**config.mk**
```make
export PLATFORM = sky130hd
export DESIGN_NAME = rst_seq_ctrl
export DESIGN_NICKNAME = d
export VERILOG_FILES = /design/src/rtl/rsq_pkg.sv /design/src/rtl/rsq_sync.sv /design/src/rtl/rsq_filter.sv /design/src/rtl/rsq_hold.sv /design/src/rtl/rst_seq_ctrl.sv
export SDC_FILE = /design/constraint.sdc
export NUM_CORES = 1
export LEC_CHECK = 0
export ABC_CLOCK_PERIOD_IN_PS = 1200
export BUFFER_PORTS_ARGS = -buffer_cell sky130_fd_sc_hd__buf_2
export CAP_MARGIN = 20
export CORE_MARGIN = 5
export CORE_UTILIZATION = 35
export CTS_CLUSTER_SIZE = 28
export DETAILED_ROUTE_END_ITERATION = 6
export GPL_ROUTABILITY_DRIVEN = 0
export PLACE_DENSITY = 0.58
export SYNTH_ARGS = -nofsm -noshare
export SYNTH_HDL_FRONTEND = slang
export SYNTH_SLANG_ARGS = --single-unit
```
**constraint.sdc**
```tcl
create_clock -name clk -period 1.2 [get_ports clk]
set_input_delay 0.36 -clock clk [delete_from_list [all_inputs] [get_ports clk]]
set_output_delay 0.36 -clock clk [all_outputs]
set_load 0.03 [all_outputs]
```
**src/rtl/rsq_pkg.sv**
```systemverilog
package rsq_pkg;
  typedef enum logic [1:0] {
    HS_ASSERT = 2'd0,
    HS_DRAIN  = 2'd1,
    HS_RUN    = 2'd2
  } hold_state_e;

  function automatic int cnt_width(input int max_val);
    return (max_val < 2) ? 1 : $clog2(max_val + 1);
  endfunction
endpackage

```
**src/rtl/rsq_sync.sv**
```systemverilog
module rsq_sync #(
  parameter int STAGES  = 2,
  parameter bit RST_VAL = 1'b1
) (
  input  logic clk,
  input  logic rst_n,
  input  logic d_in,
  output logic d_out
);
  logic [STAGES-1:0] chain_q;
  logic [STAGES-1:0] chain_d;

  generate
    if (STAGES == 1) begin : g_one
      always_comb chain_d = d_in;
    end else begin : g_many
      always_comb chain_d = {chain_q[STAGES-2:0], d_in};
    end
  endgenerate

  always_ff @(posedge clk or negedge rst_n) begin
    if (!rst_n) chain_q <= {STAGES{RST_VAL}};
    else        chain_q <= chain_d;
  end

  assign d_out = chain_q[STAGES-1];
endmodule

```
**src/rtl/rsq_filter.sv**
```systemverilog
module rsq_filter
  import rsq_pkg::*;
#(
  parameter int FILT_LEN = 4
) (
  input  logic clk,
  input  logic rst_n,
  input  logic lvl_in,
  output logic lvl_out
);
  localparam int CW = cnt_width(FILT_LEN);

  logic          lvl_q, lvl_d, lvl_en;
  logic [CW-1:0] run_q, run_d;
  logic          run_en;
  logic          differs;

  always_comb begin
    differs = (lvl_in != lvl_q);
    lvl_en  = 1'b0;
    lvl_d   = lvl_q;
    run_en  = 1'b1;
    run_d   = '0;
    if (differs) begin
      if (run_q == CW'(FILT_LEN - 1)) begin
        lvl_en = 1'b1;
        lvl_d  = lvl_in;
        run_d  = '0;
      end else begin
        run_d  = run_q + CW'(1);
      end
    end else if (run_q == '0) begin
      run_en = 1'b0;
    end
  end

  always_ff @(posedge clk or negedge rst_n) begin
    if (!rst_n) begin
      lvl_q <= 1'b1;
      run_q <= '0;
    end else begin
      if (lvl_en) lvl_q <= lvl_d;
      if (run_en) run_q <= run_d;
    end
  end

  assign lvl_out = lvl_q;
endmodule

```
**src/rtl/rsq_hold.sv**
```systemverilog
module rsq_hold
  import rsq_pkg::*;
#(
  parameter int HOLD_CYC = 8
) (
  input  logic clk,
  input  logic rst_n,
  input  logic req,
  output logic run
);
  localparam int HCW = cnt_width(HOLD_CYC);

  hold_state_e    st_q, st_d;
  logic [HCW-1:0] cnt_q, cnt_d;
  logic           cnt_en;

  always_comb begin
    st_d   = st_q;
    cnt_d  = cnt_q;
    cnt_en = 1'b0;
    if (req) begin
      st_d   = HS_ASSERT;
      cnt_d  = '0;
      cnt_en = 1'b1;
    end else begin
      unique case (st_q)
        HS_ASSERT, HS_DRAIN: begin
          cnt_en = 1'b1;
          if (cnt_q == HCW'(HOLD_CYC - 1)) begin
            st_d  = HS_RUN;
            cnt_d = '0;
          end else begin
            st_d  = HS_DRAIN;
            cnt_d = cnt_q + HCW'(1);
          end
        end
        default: st_d = HS_RUN;
      endcase
    end
  end

  always_ff @(posedge clk or negedge rst_n) begin
    if (!rst_n) begin
      st_q  <= HS_ASSERT;
      cnt_q <= '0;
    end else begin
      st_q <= st_d;
      if (cnt_en) cnt_q <= cnt_d;
    end
  end

  assign run = (st_q == HS_RUN);
endmodule

```
**src/rtl/rst_seq_ctrl.sv**
```systemverilog
module rst_seq_ctrl #(
  parameter int FILT_LEN = 4,
  parameter int HOLD_CYC = 8,
  parameter int N_INT    = 2
) (
  input  logic             clk,
  input  logic             por_n,
  input  logic             mclr_pin_n,
  input  logic             mclr_en,
  input  logic [N_INT-1:0] int_rst,
  input  logic             cond_ok,
  input  logic             pof_wr_en,
  input  logic             pof_wr_data,
  output logic             pof_flag,
  output logic             pin_din,
  output logic             core_rst_n
);
  logic sync_lvl;
  logic flt_lvl;
  logic rst_req;
  logic pof_q, pof_set;

  rsq_sync #(.STAGES(2), .RST_VAL(1'b1)) u_sync (
    .clk(clk), .rst_n(por_n), .d_in(mclr_pin_n), .d_out(sync_lvl)
  );

  rsq_filter #(.FILT_LEN(FILT_LEN)) u_filt (
    .clk(clk), .rst_n(por_n), .lvl_in(sync_lvl), .lvl_out(flt_lvl)
  );

  always_comb rst_req = (mclr_en && !flt_lvl) || (|int_rst) || !cond_ok;

  rsq_hold #(.HOLD_CYC(HOLD_CYC)) u_hold (
    .clk(clk), .rst_n(por_n), .req(rst_req), .run(core_rst_n)
  );

  always_comb pof_set = pof_wr_en && pof_wr_data;

  always_ff @(posedge clk or negedge por_n) begin
    if (!por_n)       pof_q <= 1'b0;
    else if (pof_set) pof_q <= 1'b1;
  end

  assign pof_flag = pof_q;
  assign pin_din  = mclr_en ? 1'b1 : flt_lvl;
endmodule

```
==> results.yml <==
pwr:
  intPower_w: 0.000872
  seq_power_share_pct: 44.3
  power.density_nw_per_um2: 1520
  leakage_nw: 0.421
  ir_drop_mv: 0.927
  combPwrFrac_pct: 34.3
  switching_share_pct: 30.0
  power_w: 0.00125
  net-switching-power_w: 0.000374
  p_clk_share_pct: 21.4
detailed_routing:
  drt_wl_total_mm: 1.00
  vias: 424
  drc: 0
  drtAntennaViolNets: 0
  dr.pass1.iters: 2
  via_per_inst: 4.71
  avgRoutedWirePerCell_um: 11.1
  dr.first_iter.drc_count: 6
cells_and_area:
  multi_input_area_um2: 297
  final_nets: 87
  syn_to_final_growth_pct: 39.0
  fillCellCount: 142
  drive_above_1_share_pct: 48.6
  utilization_pct: 52.6
  seq_area_um2: 329
  n_antenna_cell: 0
  stdcell_count: 90
critical_path:
  cp-start-kind: "flop"
  endpoint: "pin_din"
  criticalPathCategory: "reg2out"
  regToRegStartpoint: "u_hold.st_q[1]$_DFF_PN0_"
  end_kind: "output port"
  r2r_end: "u_hold.cnt_q[3]$_DFFE_PN0P_"
  cp.depth: 2
  reg2reg_depth: 4
  crit_buf_inv: 1
  worstPathMaxFanout: 2
  cp_data_arrival_time_ps: 1030
  crit_family: "flip-flops"
  r2r_slack_ps: 10
  crit_chain: "or2_4 -> buf_6"
  crit_path_max_incr_delay_ps: 530
  cp.required_ps: 840
  crit_start: "u_filt.lvl_out$_DFFE_PN1P_"
  slowest_stage: "dfstp_2"
cts:
  cts_tree: "yes"
  clock_latency_ps: 270
  htreeDepth: 1
  cts_sinks: 13
  cts-root-buf: "clkbuf_4"
  clk_pin_slew_ps: 80
  cts_made_buffers: 3
  clock_path_buffers: 2
yosys:
  synthArstFlopShare_pct: 100
  synth_area_um2: 591
  synth-edff-count: 0
  yosysSeqAreaShare_pct: 55.7
  syn-num-nets: 64
  yosys-top-cells-count: "dfrtp_1 (10), nor2_1 (6), inv_1 (4), nand2_1 (4)"
  ys.flop_type: "dfrtp_1"
  yosys-top-cells-area: "dfrtp_1 (42%), dfstp_2 (13%), ha_1 (6.4%)"
  netlist.area_leader.share_pct: 42.4
  synth-warning-count: 0
  synth_cell_types: 23
  syn_area_per_cell_um2: 11.4
  synth_cells: 52
  synth-seq-cells: 13
  synth_top_cell_by_area: "dfrtp_1"
  yosysMostFrequentCell: "dfrtp_1"
grt:
  antenna_found_initial: 0
  grt_overflow: 0
  grt_pass1_vias: 398
  grt_max_degree: 14
  grt_pass1_wl_mm: 1.66
  grt_usage_pct: 8.98
sta:
  fin_ws_ps: -187
  rsz0062_at_grt: "yes"
  slew_violations: 0
  worstMarginPinSlew_ps: 295
  hold_viol: 0
  setup_viol: 2
  fin_crit_sh_pct: 116
  fin_crit_ps: 1390
  relSlewSlack_pct: 80.3
  hold_slack_ps: 178
  fin_skew_ps: 2.19
  fmax_mhz: 721
floorplanning:
  ios: 12
  placementRows: 14
  initial_core_util_pct: 37.9
  die_w_um: 51.1
  die_area_um2: 2610
  fp.dieH_um: 51.1
  coreArea_um2: 1560
run:
  drv_cap: 0
placement:
  port_buffers: 11
  dp.cells: 83
  dp_hpwl_um: 692
hold_path:
  hold_path.class: "in2reg"
  hold_path_depth: 1
outcome:
  run_status: "complete, but fails checks"
  violations: "negative setup slack"
==> stage by stage <==
| stage | setup WS (ps) | area, µm² | setup TNS [ps] |
|---|---|---|---|
| floorplan | 35.9 | 593 | 0 |
| global placement | -71.3 | 698 | -71.3 |
| detailed placement | -75.4 | 698 | -75.4 |
| CTS | -198 | 787 | -287 |
| global route | -232 | 821 | -463 |
| finish | -187 | 821 | -264 |
==> kinds of logic (layout without fill, tap and decap cells) <==
| group | after synthesis | after routing | share of synthesized area (%) |
|---|---|---|---|
| buffers and inverters | 4 | 26 | 2.54 |
| flip-flops | 13 | 13 | 55.7 |
| adder cells (fa/ha/maj) | 3 | 3 | 6.36 |
| XOR/XNOR | 2 | 2 | 2.97 |
| multiplexers | 2 | 2 | 3.60 |
| AND/OR/NAND/NOR | 22 | 22 | 22.2 |
| AO/OA/AOI/OAI | 6 | 6 | 6.57 |
==> power by group through the flow <==
stage,Clock (W),Sequential (W),Combinational (W)
after CTS,0.000282,0.000549,0.000364
after global routing,0.000308,0.000562,0.000475
after detailed placement,0,0.000558,0.000289
after floorplan,0,0.000558,0.000199
after global placement,0,0.000556,0.000286
final,0.000267,0.000552,0.000427
==> metal layers <==
layer,part of all wire [%],vias up,GRT usage (%)
li1,-,216,-
met4,3.0,0,6.73
met3,7.7,4,4.07
met1,45,191,11.2
met2,44,13,12.0
met5,0,-,0
==> timing repair <==
action / 4_1_cts / 5_1_grt
hold endpoints to repair: 10 / 0
hold buffers: 1 / 0
endpoints found under the setup margin: 4 / 8
buffers inserted: 2 / 0
pin swaps: 1 / 2
resized for setup: 11 / 7
==> cell type report <==
cell class | count | share of cell area [%]
multi-input cells | 35 | 36.1
repair buffers | 18 | 16.2
clock buffers | 3 | 2.74
clock inverters | 1 | 0.610
flip-flops and latches | 13 | 40.1
inverters | 4 | 1.83
well taps | 16 | 2.44
==> state kept, by name, summed over array words and instances (netlist names) <==
name            cells
u_sync.chain_q      2
u_hold.st_q         2
u_filt.lvl_out      1
u_hold.cnt_q        4
pof_flag            1
u_filt.run_q        3
==> how the worst min path moves through the flow <==
| stage | end | start | slack [ps] |
|---|---|---|---|
| 2_1_floorplan | pof_flag$_DFFE_PN0P_ | por_n | 60 |
| 3_5_place_dp | u_filt.run_q[1]$_DFFE_PN0P_ | por_n | 260 |
| 4_1_cts | u_sync.chain_q[0]$_DFF_PN1_ | mclr_pin_n | 170 |
| 6_report | u_sync.chain_q[0]$_DFF_PN1_ | mclr_pin_n | 180 |
| 3_3_place_gp | pof_flag$_DFFE_PN0P_ | por_n | 260 |
| 5_1_grt | u_sync.chain_q[0]$_DFF_PN1_ | mclr_pin_n | 150 |
==> cell usage in the layout (no fill, tap or decap), types with 2 or more instances in the layout <==
cell type and count:
a21oi_2 2, buf_2 8, buf_4 5, buf_6 4, clkbuf_4 3, dfrtp_1 10
dfstp_2 3, ha_1 2, inv_1 3, nand2_1 4, nand3_1 2, nor2_1 5
Power figures use the tool's default switching activity.
